### src/rtl/asc_pkg.sv
package asc_pkg;

    localparam int unsigned DEF_FRAME_LOG2  = 8;  // reference cycles per frame (256fs)
    localparam int unsigned DEF_WIDE_LOG2   = 6;  // 64 bit clocks per frame
    localparam int unsigned DEF_NARROW_LOG2 = 5;  // 32 bit clocks per frame

    typedef enum logic {
        ST_IDLE = 1'b0,
        ST_RUN  = 1'b1
    } asc_state_e;

    typedef struct packed {
        logic master;
        logic wide;
    } asc_cfg_t;

    typedef struct packed {
        logic bclk;
        logic fclk;
        logic oe;
    } asc_pins_t;

    // Position bit whose value is the bit clock for a given bits-per-frame
    function automatic int unsigned bclk_tap(input int unsigned frame_log2,
                                             input int unsigned bits_log2);
        return frame_log2 - bits_log2 - 1;
    endfunction

endpackage

### src/rtl/asc_ctrl.sv
module asc_ctrl
    import asc_pkg::*;
(
    input  logic     clk,
    input  logic     rst,
    input  logic     pwr_ok,
    input  logic     locked,
    input  asc_cfg_t cfg_in,
    input  logic     wrap,
    output logic     run,
    output logic     pwr_q,
    output asc_cfg_t cfg_q
);

    asc_state_e state;
    logic       gate;

    assign gate = pwr_ok & locked;
    assign run  = (state == ST_RUN);

    always_ff @(posedge clk) begin
        if (rst) begin
            state <= ST_IDLE;
            cfg_q <= '0;
            pwr_q <= 1'b0;
        end else begin
            pwr_q <= pwr_ok;
            case (state)
                ST_IDLE: begin
                    cfg_q <= cfg_in;
                    if (gate) state <= ST_RUN;
                end
                ST_RUN: begin
                    if (!gate) begin
                        state <= ST_IDLE;
                        cfg_q <= cfg_in;
                    end else if (wrap) begin
                        cfg_q <= cfg_in;
                    end
                end
                default: state <= ST_IDLE;
            endcase
        end
    end

endmodule

### src/rtl/asc_frame_counter.sv
module asc_frame_counter #(
    parameter int unsigned W = 8
) (
    input  logic         clk,
    input  logic         rst,
    input  logic         clear,
    input  logic         en,
    output logic [W-1:0] cnt,
    output logic         wrap
);

    assign wrap = &cnt;

    always_ff @(posedge clk) begin
        if (rst || clear) begin
            cnt <= '0;
        end else if (en) begin
            cnt <= cnt + 1'b1;
        end
    end

endmodule

### src/rtl/asc_mclk_div.sv
module asc_mclk_div #(
    parameter int unsigned DIV_LOG2 = 0
) (
    input  logic clk,
    input  logic rst,
    input  logic enable,
    output logic mclk
);

    localparam int unsigned W = DIV_LOG2 + 1;

    logic [W-1:0] cnt;

    always_ff @(posedge clk) begin
        if (rst || !enable) begin
            cnt <= '0;
        end else begin
            cnt <= cnt + 1'b1;
        end
    end

    assign mclk = cnt[W-1];

endmodule

### src/rtl/asc_clkgen.sv
module asc_clkgen
    import asc_pkg::*;
#(
    parameter int unsigned FRAME_LOG2    = DEF_FRAME_LOG2,
    parameter int unsigned WIDE_LOG2     = DEF_WIDE_LOG2,
    parameter int unsigned NARROW_LOG2   = DEF_NARROW_LOG2,
    parameter int unsigned MCLK_DIV_LOG2 = 0
) (
    input  logic clk,
    input  logic rst,
    input  logic pll_pwr_en,
    input  logic dac_pwr_en,
    input  logic role_master,
    input  logic bclk_wide,
    input  logic mclk_en,
    input  logic pll_locked,
    output logic mclk_out,
    output logic bclk_out,
    output logic bclk_oe,
    output logic fclk_out,
    output logic fclk_oe
);

    localparam int unsigned TAP_WIDE   = bclk_tap(FRAME_LOG2, WIDE_LOG2);
    localparam int unsigned TAP_NARROW = bclk_tap(FRAME_LOG2, NARROW_LOG2);
    localparam int unsigned TAP_FRAME  = FRAME_LOG2 - 1;

    logic                  pwr_ok;
    logic                  run;
    logic                  pwr_q;
    logic                  wrap;
    logic [FRAME_LOG2-1:0] pos;
    asc_cfg_t              cfg_in;
    asc_cfg_t              cfg_q;
    asc_pins_t             pins;

    assign pwr_ok        = pll_pwr_en & dac_pwr_en;
    assign cfg_in.master = role_master;
    assign cfg_in.wide   = bclk_wide;

    asc_ctrl i_ctrl (
        .clk    (clk),
        .rst    (rst),
        .pwr_ok (pwr_ok),
        .locked (pll_locked),
        .cfg_in (cfg_in),
        .wrap   (wrap),
        .run    (run),
        .pwr_q  (pwr_q),
        .cfg_q  (cfg_q)
    );

    asc_frame_counter #(.W(FRAME_LOG2)) i_pos (
        .clk   (clk),
        .rst   (rst),
        .clear (~run),
        .en    (run),
        .cnt   (pos),
        .wrap  (wrap)
    );

    asc_mclk_div #(.DIV_LOG2(MCLK_DIV_LOG2)) i_mclk (
        .clk    (clk),
        .rst    (rst),
        .enable (pwr_ok & mclk_en),
        .mclk   (mclk_out)
    );

    // Pin decode from registered state only
    always_comb begin
        pins.oe   = pwr_q & cfg_q.master;
        pins.bclk = run & cfg_q.master &
                    (cfg_q.wide ? pos[TAP_WIDE] : pos[TAP_NARROW]);
        pins.fclk = run & cfg_q.master & pos[TAP_FRAME];
    end

    assign bclk_out = pins.bclk;
    assign fclk_out = pins.fclk;
    assign bclk_oe  = pins.oe;
    assign fclk_oe  = pins.oe;

endmodule

### config.mk
export PLATFORM = sky130hd
export DESIGN_NAME = asc_clkgen
export DESIGN_NICKNAME = d
export VERILOG_FILES = /design/src/rtl/asc_pkg.sv /design/src/rtl/asc_ctrl.sv /design/src/rtl/asc_frame_counter.sv /design/src/rtl/asc_mclk_div.sv /design/src/rtl/asc_clkgen.sv
export SDC_FILE = /design/constraint.sdc
export NUM_CORES = 1
export LEC_CHECK = 0
export ABC_AREA = 1
export BUFFER_PORTS_ARGS = -buffer_cell sky130_fd_sc_hd__buf_2
export CORE_MARGIN = 5
export CORE_UTILIZATION = 47
export CTS_CLUSTER_DIAMETER = 40
export DETAILED_ROUTE_END_ITERATION = 12
export PLACE_DENSITY = 0.7
export SLEW_MARGIN = 0
export SYNTH_ARGS = -nofsm -noshare
export SYNTH_HDL_FRONTEND = slang
export SYNTH_HIERARCHICAL = 1
export SYNTH_SLANG_ARGS = --single-unit
### constraint.sdc
create_clock -name clk -period 1.9 [get_ports clk]
set_clock_uncertainty 0.15 [all_clocks]
set_input_delay 0.285 -clock clk [delete_from_list [all_inputs] [get_ports clk]]
set_output_delay 0.285 -clock clk [all_outputs]
set_load 0.005 [all_outputs]
# --- Yosys cells after proc, flatten, opt, wreduce, memory -nomap -nowiden ---
# Cells that the tools add are included.
totals:
  register_bits: 13
  in_bits: 8
  output_inout_bits: 5
classes:
  n_addsub: 2
  n_eq_ne: 1
  n_mux: 5
  bitwise: 8
  reduce_logical: 4
ops:
  columns: ["cell", "n"]
  rows:
  - ["8-bit by 1-bit adder with 8-bit output (second input constant)", 1]
  - ["8-bit AND reduction", 1]
  - ["1-bit AND", 7]
  - ["2-bit 2-to-1 mux", 2]
  - ["2-bit case mux with 2 select lines", 1]
  - ["3-bit by 2-bit != test with 1-bit output (second input constant)", 1]
  - ["1-bit logical OR", 2]
  - ["1-bit 2-to-1 mux", 2]
  - ["1-bit adder (second input constant)", 1]
  - ["1-bit logical NOT", 1]
  - ["1-bit NOT", 1]

# --- Longest topological paths before layout ---
# Gate-level depths: netlist of the first run.
logic_depth:
  depth_word: 4
  mapped_depth: 8
  ltp_nobuf: 8

# --- Modules after synthesis ---
# Netlist of the first run, hierarchy kept.
by_module_without_submodules:
  columns: ["mod", "instances", "cells_per_inst", "area_per_inst_um2", "seq_area_each_um2"]
  rows:
  - ["asc_frame_counter", 1, 53, 380.4, 160.2]
  - ["asc_ctrl", 1, 25, 166.4, 80.1]
  - ["asc_clkgen", 1, 18, 73.8, 0.0]
  - ["asc_mclk_div", 1, 4, 33.8, 20.0]

# --- Least setup slack after synthesis of the first run ---
# Ideal clock, no wire load.
synth_timing:
  path_type: "register -> register"
  start: "reg i_pos.cnt[0]"
  end: "reg i_ctrl/cfg_q[0] (netlist name)"
  arrival_time_ns: 1.076
  slack_ns: 0.561
  path_stages_with_launch: 9
  n_path_buf: 0
  synth_period_minus_slack_ns: 1.339
  cell_sequence: "dfxtp_1 -> ha_1 -> nand4_1 -> nor3_1 -> inv_1 -> nand2_1 -> nor2_2 -> nor2_1 -> nor2_1"
synth_via:
  elab_chain_len: 2
synth_lines:
  columns: ["element", "line_no", "text"]
  rows:
  - ["start: declaration", "asc_frame_counter.sv:8", "output logic [W-1:0] cnt,"]
  - ["start signal: assignment", "asc_frame_counter.sv:18", "cnt <= cnt + 1'b1;"]
  - ["8-bit AND reduction", "asc_frame_counter.sv:12", "assign wrap = &cnt;"]
  - ["named net wrap", "asc_clkgen.sv:31", "logic wrap;"]
  - ["3-bit by 2-bit != test with 1-bit output (no line)", null, null]
# The timed path passes the listed nets, and every way through them passes these cells.
# A chain may end at the register's enable or synchronous reset.

# --- Worst setup path after layout of the first run ---
layout_timing:
  start: "reg i_pos.cnt[1]"
  end: "reg i_ctrl/cfg_q[1] (netlist name)"
layout_via:
  elab_chain_len: 2
layout_lines:
  columns: ["element", "line_no"]
  rows:
  - ["8-bit AND reduction", "asc_frame_counter.sv:12"]
  - ["named net wrap", "asc_clkgen.sv:31"]
  - ["3-bit by 2-bit != test with 1-bit output (no line)", null]
# The timed path passes the listed nets, and every way through them passes these cells.

==> impl_metrics.env, run 1 <==
export IMPL_outcome="finished, final reports clean"
export IMPL_syn_inst=100
export IMPL_nets=126
export IMPL_synth_seq_area_share_pct=39.77
export IMPL_gp_congestion=0.7999
export IMPL_start_kind="flip-flop"
export IMPL_drt_initial_drc_count=9
export IMPL_overflow=0
export IMPL_min_delay_start="rst"
export IMPL_synth_area_um2=654.4
export IMPL_grt_pass1_wl_um=2339
export IMPL_tightest_slew_ns=0.4374
export IMPL_yosysTopAreaCell="dfxtp_1"
export IMPL_numPortBuffers=12
export IMPL_syn_avg_cell_area_um2=6.544
export IMPL_critical_path_class="reg2reg"
export IMPL_fin_crit_ns=1.515
export IMPL_first_pass_iters=4
export IMPL_synth_edf_count=0
export IMPL_dp_cells=127
export IMPL_rrSetupSlack_ns=0.38
export IMPL_syn_nets=109
export IMPL_cts_setup_buffers=0
export IMPL_synthTopCellsByArea="dfxtp_1 40%, inv_1 13%, nand2_1 11%"
export IMPL_leakagePower_uw=0.0003448
export IMPL_clk_latency_ns=0.28
export IMPL_reg2reg_depth=8
export IMPL_cp_max_fo=4
export IMPL_routedWlPerCell_um=9.153
export IMPL_crit_chain="ha_1 > nand4_1 > nor3_1 > inv_1 > nand2_1 > nor2_2 > nor2_1 > nor2_1"
export IMPL_ctsRootBufferMaster="clkbuf_4"
export IMPL_slew_viol_final=0
export IMPL_tns_ns=0
export IMPL_hold_depth=2
export IMPL_synth_top_cell_area_share_pct=39.77
export IMPL_coreArea_um2=1301
export IMPL_pin_count=13
export IMPL_start_util_pct=50.29
export IMPL_crit_family="simple AND/OR/NAND/NOR gates"
export IMPL_antenna_found_initial=0
export IMPL_drive_gt1_share_pct=20.69
export IMPL_cts_resized=0
export IMPL_stdcell_count=131
export IMPL_reg2reg_from="i_pos/cnt[1]"
export IMPL_cp_num_buf_inv=1
export IMPL_drc=0
export IMPL_place_ws_ns=0.4662
export IMPL_end_kind="flip-flop"
export IMPL_rsz0062_at_grt="false"
export IMPL_cp_slowest_cell="dfxtp_1"
export IMPL_fillCellCount=125
export IMPL_die_area_um2=2239
export IMPL_routed_via_density=4.496
export IMPL_cts_tree="done"
export IMPL_yosysWarnings=6
export IMPL_setup_ws_ns=0.3847
export IMPL_clk_pin_slew_worst_paths_ns=0.08
export IMPL_fin_crit_sh_pct=79.75
export IMPL_rr_endpoint="i_ctrl/cfg_q[1]"
export IMPL_cts_buffers=3
export IMPL_hold_end="i_ctrl/pwr_q"
export IMPL_antenna_cells=0
export IMPL_synthToLayoutAreaGrowth_pct=16.06
export IMPL_grt_max_degree=9
export IMPL_placementRows=13
export IMPL_ys_flop_type="dfxtp_1"
export IMPL_seq_area_um2=260.3
export IMPL_whs_ns=0.06106
export IMPL_wirelength_um=1199
export IMPL_cts_max_level=1
export IMPL_grt_use_total_pct=15.07
export IMPL_finalHoldViolations=0
export IMPL_die_y_um=47.32
export IMPL_cts_sinks=13
export IMPL_power_density_nw_per_um2=623.8
export IMPL_path_common_cell="nor2_1"
export IMPL_vias=589
export IMPL_synth_common_cells="23 x inv_1, 19 x nand2_1, 19 x nor2_1"
export IMPL_synth_distinct_cells=16
export IMPL_antenna_left=0
export IMPL_cp_arrival_ns=1.54
export IMPL_ys_ff_latch=13
export IMPL_cp_slowest_stage_delay_ns=0.39
export IMPL_setup_violations_final=0
export IMPL_synth_most_common_cell="inv_1"
export IMPL_final_core_util_pct=58.37
export IMPL_hold_buffers=0
export IMPL_worstHoldPathType="in2reg"
export IMPL_hpwl_um=919.3
export IMPL_max_cap_viol_count=0
export IMPL_die_w_um=47.32
export IMPL_slew_headroom_pct=70.73
export IMPL_worstPathRequired_ns=1.93
export IMPL_grt_pass1_vias=540
export IMPL_cts_buffer_depth=2
export IMPL_multiInputGateArea_um2=300.3
export IMPL_synthArstFlopShare_pct=0
export IMPL_vdd_drop_max_v=0.0005506
export IMPL_max_freq_mhz=659.9
[power by group]
group	total, µW	switching (µW)	internal (µW)
combinational	27.6	14.7	12.8
sequential	280	3.34	277
clock	166	84.7	81.3
total	474	103	371
[registers in the layout, indices dropped and copies added (netlist names)]
register and count:
i_ctrl/cfg_q 2, i_ctrl/pwr_q 1, i_ctrl/run 1, i_mclk/mclk 1, i_pos/cnt 8
[per-layer routing]
metal  GRT usage, %  vias to the layer above  routed length [µm]
met1          20.32                      247                 557
met3          5.747                        2                  79
met4          4.972                        0                  13
met2          21.93                       10                 548
met5              0                        -                   0
li1               -                      330                   -
[final cells by class]
cell class                      instances  area share (%)
Tap cell                               15           2.471
Sequential cell                        13           34.27
Inverter                               23           11.37
Multi-Input combinational cell         63           39.54
Timing Repair Buffer                   13           8.896
Clock buffer                            4           3.460
[metrics by stage]
step	cell area [µm²]	power [µW]
2_1_floorplan	654.4	301.5
3_3_place_gp	733.2	313.5
3_5_place_dp	733.2	314.1
4_1_cts	759.5	481.9
5_1_grt	759.5	506.9
6_report	759.5	473.7
[worst register-to-register path: cells and delay by family (launching register included)]
family / cells / cell delay (ns)
and+or+nand+nor: 6 / 0.58
adders and majority gates: 1 / 0.21
buffers and inverters: 1 / 0.09
DFF: 1 / 0.39
[kinds of logic after synthesis]
family / share of synthesized area (%)
AO/OA/AOI/OAI: 6.883
adder cells (fa/ha/maj): 1.912
buffers and inverters: 14.34
flip-flops: 39.77
AND/OR/NAND/NOR: 37.09
[worst max-delay path by stage]
stage	start	cells after the start	slack, ns	endpoint
after floorplan	i_pos/cnt[0]	8	0.56	i_ctrl/cfg_q[0]
after global placement	i_pos/cnt[0]	8	0.50	i_ctrl/cfg_q[1]
after detailed placement	i_pos/cnt[0]	8	0.47	i_ctrl/cfg_q[1]
after CTS	i_pos/cnt[0]	8	0.42	i_ctrl/cfg_q[1]
after global routing	i_pos/cnt[1]	8	0.20	i_ctrl/cfg_q[1]
final	i_pos/cnt[1]	8	0.38	i_ctrl/cfg_q[1]
[cell usage in the layout, fill, tap and decap left out]
| master | count |
|---|---|
| inv_1 | 23 |
| nand2_1 | 19 |
| nand3_2 | 1 |
| buf_4 | 1 |
| nor3_2 | 1 |
| ha_1 | 1 |
| a21oi_1 | 5 |
| clkbuf_1 | 1 |
| o21ai_0 | 4 |
| dfxtp_1 | 13 |
| nor2_1 | 19 |
| nand3_1 | 4 |
| buf_2 | 12 |
| nand4_1 | 2 |
| nor2_2 | 3 |
| nor2_4 | 1 |
| nor3_1 | 1 |
| nand2_2 | 2 |
| clkbuf_4 | 3 |
(Power assumes the default switching activity.)
==> run 2, diff against run 1 <==
Clock period 1.9 ns to 1.5 ns, I/O delays scaled along.
==> run 2 against run 1 <==
  * Routed wire length grew 3.4%
  * Critical path depth shrank 3
  * Clock-buffer cell count is the same
  * Global-route usage shrank 0.51 points
  * Final area grew 4.6%
  * Clock power grew 31%
  * Cell count grew 2.3%
  * Worst hold slack lost 0.052 ns
  * Non-clock buffer count grew 3
  * Via count grew 5.4%
  * Sequential share of layout area shrank 0.88 points
  * Critical endpoint is now bclk_out
==> impl_metrics.env, run 2 (synthesis gave the netlist of run 1 again) <==
export IMPL_outcome="finished, final reports clean"
export IMPL_crit_family="flip-flops"
export IMPL_critical_path_class="reg2out"
export IMPL_reg2reg_depth=8
export IMPL_cts_sinks=13
export IMPL_largest_register="i_pos/cnt"
export IMPL_worstPathRequired_ns=1.12
export IMPL_vdd_drop_max_v=0.0004519
export IMPL_coreArea_um2=1301
export IMPL_cp_num_cells=5
export IMPL_setup_violations_final=0
export IMPL_slew_viol_final=0
export IMPL_slew_headroom_pct=86.71
export IMPL_ctsRootBufferMaster="clkbuf_4"
export IMPL_clk_pin_slew_worst_paths_ns=0.08
export IMPL_end_kind="primary output"
export IMPL_hpwl_um=955.8
export IMPL_crit_chain="inv_1 > nand2_1 > nand2_1 > nor2_2 > buf_2"
export IMPL_power_density_nw_per_um2=767.2
export IMPL_reg_top3="i_pos/cnt: 8 flops, i_ctrl/cfg_q: 2 flops"
export IMPL_clk_latency_ns=0.27
export IMPL_tns_ns=0
export IMPL_cp_slowest_stage_delay_ns=0.38
export IMPL_vias=621
export IMPL_worstHoldPathType="in2reg"
export IMPL_finalHoldViolations=0
export IMPL_synthToLayoutAreaGrowth_pct=21.41
export IMPL_antenna_found_initial=0
export IMPL_gp_congestion=0.7857
export IMPL_tightest_slew_ns=0.1988
export IMPL_stdcell_count=134
export IMPL_largest_reg_flops=8
export IMPL_rsz0062_at_grt="false"
export IMPL_final_common_cell="inv_1"
export IMPL_max_cap_viol_count=0
export IMPL_cts_max_level=1
export IMPL_path_common_cell="nand2_1"
export IMPL_die_y_um=47.32
export IMPL_cts_tree="done"
export IMPL_cp_arrival_ns=0.98
export IMPL_antenna_left=0
export IMPL_cts_buffers=3
export IMPL_die_area_um2=2239
export IMPL_start_kind="flip-flop"
export IMPL_final_cell_mix="23 x inv_1, 19 x nand2_1, 19 x nor2_1"
export IMPL_pin_count=13
export IMPL_cts_setup_buffers=0
export IMPL_cts_buffer_depth=2
export IMPL_cp_slowest_cell="dfxtp_2"
export IMPL_wirelength_um=1240
export IMPL_drive_gt1_share_pct=26.05
export IMPL_drc=0
export IMPL_leakagePower_uw=0.0003606
export IMPL_routed_via_density=4.634
export IMPL_overflow=0
export IMPL_first_pass_iters=4
export IMPL_dp_cells=129
export IMPL_max_freq_mhz=738.8
export IMPL_die_w_um=47.32
export IMPL_numPortBuffers=12
export IMPL_fin_crit_ns=1.353
export IMPL_cp_num_buf_inv=2
export IMPL_grt_use_total_pct=14.56
export IMPL_routedWlPerCell_um=9.254
export IMPL_antenna_cells=0
export IMPL_drt_initial_drc_count=11
export IMPL_fin_crit_sh_pct=90.23
export IMPL_grt_max_degree=9
export IMPL_placementRows=13
export IMPL_start_util_pct=50.29
export IMPL_grt_pass1_vias=559
export IMPL_fillCellCount=134
export IMPL_grt_pass1_wl_um=2221
export IMPL_hold_depth=3
export IMPL_cp_max_fo=5
export IMPL_nets=129
-- run 2: path summary, 6_finish.rpt --
| check | from | slack (ns) | end |
|---|---|---|---|
| max | i_pos/cnt[2] | 0.15 | bclk_out |
| min | bclk_wide | 0.009 | i_ctrl/cfg_q[0] |
| max reg2reg | i_pos/cnt[0] | 0.17 | i_ctrl/cfg_q[1] |
| min reg2reg | i_mclk/mclk | 0.27 | i_mclk/mclk |
-- run 2: worst register-to-register path, cell delays in order (launching register included) --
cell     delay [ns]
dfxtp_2        0.36
ha_1           0.19
nand4_1        0.12
nor3_2         0.14
inv_1          0.06
nand2_1        0.07
nor2_2         0.04
nor2_1         0.07
nor2_1         0.05
-- run 2: area by class of cell --
cell class	instances	area, µm²	area share, %
multi-input cells	63	305.3	38.43
well taps	15	18.77	2.362
clock buffers	4	26.28	3.307
inverters	23	86.33	10.87
flip-flops and latches	13	265.3	33.39
repair buffers	16	92.59	11.65
-- run 2: stage by stage --
stage	setup slack [ns]	area, µm²	hold slack, ns	utilization, %	total power [µW]
2_1_floorplan	0.1613	654.4	0.1463	-	381.8
3_3_place_gp	0.09558	748.2	0.2578	57.50	397.8
3_5_place_dp	0.06941	748.2	0.2602	57.50	398.7
4_1_cts	0.05112	784.5	0.004430	60.29	621.9
5_1_grt	0.001900	794.5	0.03281	61.06	654.8
6_report	0.1465	794.5	0.008587	61.06	609.6
-- run 2: metal layers --
layer / track usage [%] / routed length (µm) / up-vias
met3: 6.130 / 79 / 4
met4: 8.287 / 31 / 0
li1: - / - / 337
met2: 20.32 / 551 / 12
met5: 0 / 0 / -
met1: 18.55 / 578 / 268
-- run 2: where the power goes --
group	internal, µW	leakage (µW)	switching, µW
Clock	103	0.0000150	114
Sequential	351	0.000108	4.71
Combinational	18.5	0.000238	18.9
Total	472	0.000361	137
-- run 2: timing repair --
item | 4_1_cts | 5_1_grt
hold buffers | 1 | 0
gates resized for setup | 0 | 5
endpoints found under the setup margin | 0 | 4
endpoints found under the hold margin | 1 | 0
==> run 3, diff against run 2 <==
--- a/config.mk
+++ b/config.mk
@@ -8,9 +8,12 @@
 export ABC_AREA = 1
 export BUFFER_PORTS_ARGS = -buffer_cell sky130_fd_sc_hd__buf_2
+export CELL_PAD_IN_SITES_DETAIL_PLACEMENT = 1
+export CELL_PAD_IN_SITES_GLOBAL_PLACEMENT = 1
+export CORE_ASPECT_RATIO = 1.25
 export CORE_MARGIN = 5
-export CORE_UTILIZATION = 47
+export CORE_UTILIZATION = 35
 export CTS_CLUSTER_DIAMETER = 40
 export DETAILED_ROUTE_END_ITERATION = 12
-export PLACE_DENSITY = 0.7
+export PLACE_DENSITY_LB_ADDON = 0.1
 export SLEW_MARGIN = 0
 export SYNTH_ARGS = -nofsm -noshare
==> constraint.sdc (replaced) <==
create_clock -name clk -period 1.5 [get_ports clk]
set_clock_uncertainty 0.15 [all_clocks]
set_input_delay 0.075 -clock clk [delete_from_list [all_inputs] [get_ports clk]]
set_output_delay 0.075 -clock clk [all_outputs]
set_load 0.005 [all_outputs]
==> run 3 against run 2 <==
  * Cell count up 9.7%
  * Global-route usage down 1.0 points
  * Combinational power up 33%
  * Die area up 27%
  * Flip-flop and latch count unchanged
  * Critical endpoint is now i_ctrl/cfg_q[1]
  * Largest cell class unchanged
==> impl_metrics.env, run 3 (synthesis gave the netlist of run 1 again) <==
export IMPL_outcome="finished, final reports clean"
export IMPL_p_int_uw=477.2
export IMPL_cts_buffer_depth=2
export IMPL_grt_busiest_layer="met2"
export IMPL_first_pass_iters=2
export IMPL_grt_max_degree=10
export IMPL_finalHoldViolations=0
export IMPL_final_core_util_pct=50.67
export IMPL_final_cell_mix="23 x inv_1, 19 x nand2_1, 19 x nor2_1"
export IMPL_use_met3_pct=3.038
export IMPL_wirelength_um=1639
export IMPL_combPwrFrac_pct=8.0
export IMPL_rsz0062_at_grt="true"
export IMPL_cts_tree="done"
export IMPL_max_freq_mhz=696.2
export IMPL_reg_top3="i_pos/cnt: 8 flops, i_ctrl/cfg_q: 2 flops"
export IMPL_crit_chain="ha_4 > nand4_1 > nor3_2 > inv_1 > nand2_1 > nor2_2 > nor2_1 > nor2_1"
export IMPL_nets=138
export IMPL_vias=693
export IMPL_hold_depth=5
export IMPL_fin_crit_ns=1.436
export IMPL_drt_initial_drc_count=1
export IMPL_grt_pass1_wl_um=3091
export IMPL_antenna_found_initial=0
export IMPL_cp_num_buf_inv=1
export IMPL_grt_pass1_vias=767
export IMPL_path_common_cell="nor2_1"
export IMPL_antenna_left=0
export IMPL_cp_slowest_cell="dfxtp_2"
export IMPL_die_area_um2=2840
export IMPL_fin_crit_sh_pct=95.76
export IMPL_coreArea_um2=1765
export IMPL_leakagePower_uw=0.0004044
export IMPL_vdd_drop_max_v=0.0003226
export IMPL_gp_congestion=0.7410
export IMPL_routedWlPerCell_um=11.15
export IMPL_grt_use_total_pct=13.53
export IMPL_max_cap_viol_count=0
export IMPL_dp_cells=135
export IMPL_start_kind="flip-flop"
export IMPL_largest_reg_flops=8
export IMPL_seq_area_um2=264.0
export IMPL_clk_pin_slew_worst_paths_ns=0.09
export IMPL_multiInputGateArea_um2=317.8
export IMPL_numPortBuffers=12
export IMPL_largest_register="i_pos/cnt"
export IMPL_tightest_slew_ns=0.2242
export IMPL_crit_family="simple AND/OR/NAND/NOR gates"
export IMPL_slew_viol_final=0
export IMPL_placementRows=17
export IMPL_setup_violations_final=0
export IMPL_cp_arrival_ns=1.46
export IMPL_end_kind="flip-flop"
export IMPL_tns_ns=0
export IMPL_die_w_um=48.68
export IMPL_met1_usage_pct=13.28
export IMPL_worstPathRequired_ns=1.52
export IMPL_overflow=0
export IMPL_critical_path_class="reg2reg"
export IMPL_p_switching_uw=149.4
export IMPL_synthToLayoutAreaGrowth_pct=36.71
export IMPL_netSwitchingFraction_pct=23.84
export IMPL_cts_max_level=1
export IMPL_finalPower_uw=626.6
export IMPL_cts_buffers=3
export IMPL_clk_latency_ns=0.28
export IMPL_die_y_um=58.35
export IMPL_fillCellCount=238
export IMPL_cp_num_cells=8
export IMPL_routed_via_density=4.714
export IMPL_clkPwrFrac_pct=35.3
export IMPL_cts_sinks=13
export IMPL_worstHoldPathType="in2reg"
export IMPL_drc=0
export IMPL_reg2reg_depth=8
export IMPL_met2_usage_pct=26.68
export IMPL_pwr_share_seq_pct=56.7
export IMPL_antenna_cells=0
export IMPL_final_common_cell="inv_1"
export IMPL_cp_max_fo=2
export IMPL_slew_headroom_pct=85.01
export IMPL_power_density_nw_per_um2=700.4
export IMPL_drive_gt1_share_pct=27.34
export IMPL_pin_count=13
export IMPL_stdcell_count=147
export IMPL_ctsRootBufferMaster="clkbuf_4"
export IMPL_start_util_pct=37.07
export IMPL_hpwl_um=1197
export IMPL_cp_slowest_stage_delay_ns=0.36
-- run 3: changes by cell type in the layout (fill, tap and decap cells not counted), sizes merged --
cell         previous run  this run
clkinv                  0         1
clkbuf                  4         3
buf                    15        18
dlygate4sd3             1         7
-- run 3: layer usage --
layer / vias up / part of all wire (%) / wire length (µm)
met5: - / 0 / 0
met4: 0 / 0.61 / 10
met3: 2 / 4.3 / 71
met2: 9 / 57 / 942
met1: 327 / 37 / 614
li1: 355 / - / -
-- run 3: area by class of cell --
class                   instances  share of cell area [%]
multi-input cells              63                   35.52
flip-flops and latches         13                   29.51
repair buffers                 25                   19.58
inverters                      23                   9.650
well taps                      19                   2.657
clock buffers                   3                   2.517
clock inverters                 1                  0.5594
-- run 3: through the flow --
step | hold WS (ns) | worst slack [ns] | area [µm²]
finish | 0.06589 | 0.06357 | 894.6
global route | 0.08406 | -0.03106 | 894.6
CTS | 0.03244 | 0.06800 | 872.1
detailed placement | 0.1589 | 0.02669 | 768.2
global placement | 0.1493 | 0.1185 | 768.2
floorplan | -0.003745 | 0.1613 | 654.4
-- run 3: tightest hold or removal path, delay by kind of cell --
kind	cells	cell delay [ns]
and+or+nand+nor	4	0.26
buffers and inverters	1	0.10
-- run 3: path summary, 6_finish.rpt --
kind                              startpoint              end  slack, ns
worst min-delay path              pll_locked  i_ctrl/cfg_q[0]       0.07
worst max register to register  i_pos/cnt[1]  i_ctrl/cfg_q[1]       0.06
worst max-delay path            i_pos/cnt[1]  i_ctrl/cfg_q[1]       0.06
worst min register to register   i_mclk/mclk      i_mclk/mclk       0.27
-- run 3: repair_timing --
action | CTS | global route
hold buffers | 7 | 0
endpoints found under the hold margin | 5 | 0
pin swaps | 0 | 4
resized for setup | 2 | 4
setup buffers | 0 | 1
endpoints found under the setup margin | 2 | 2
-- run 3: power by group through the flow --
stage,Clock (µW),Sequential (µW),Combinational (µW)
global placement,0,363,35.2
floorplan,0,363,19.3
detailed placement,0,363,36.7
CTS,231,355,49.6
global route,246,357,57.2
finish,221,355,49.9
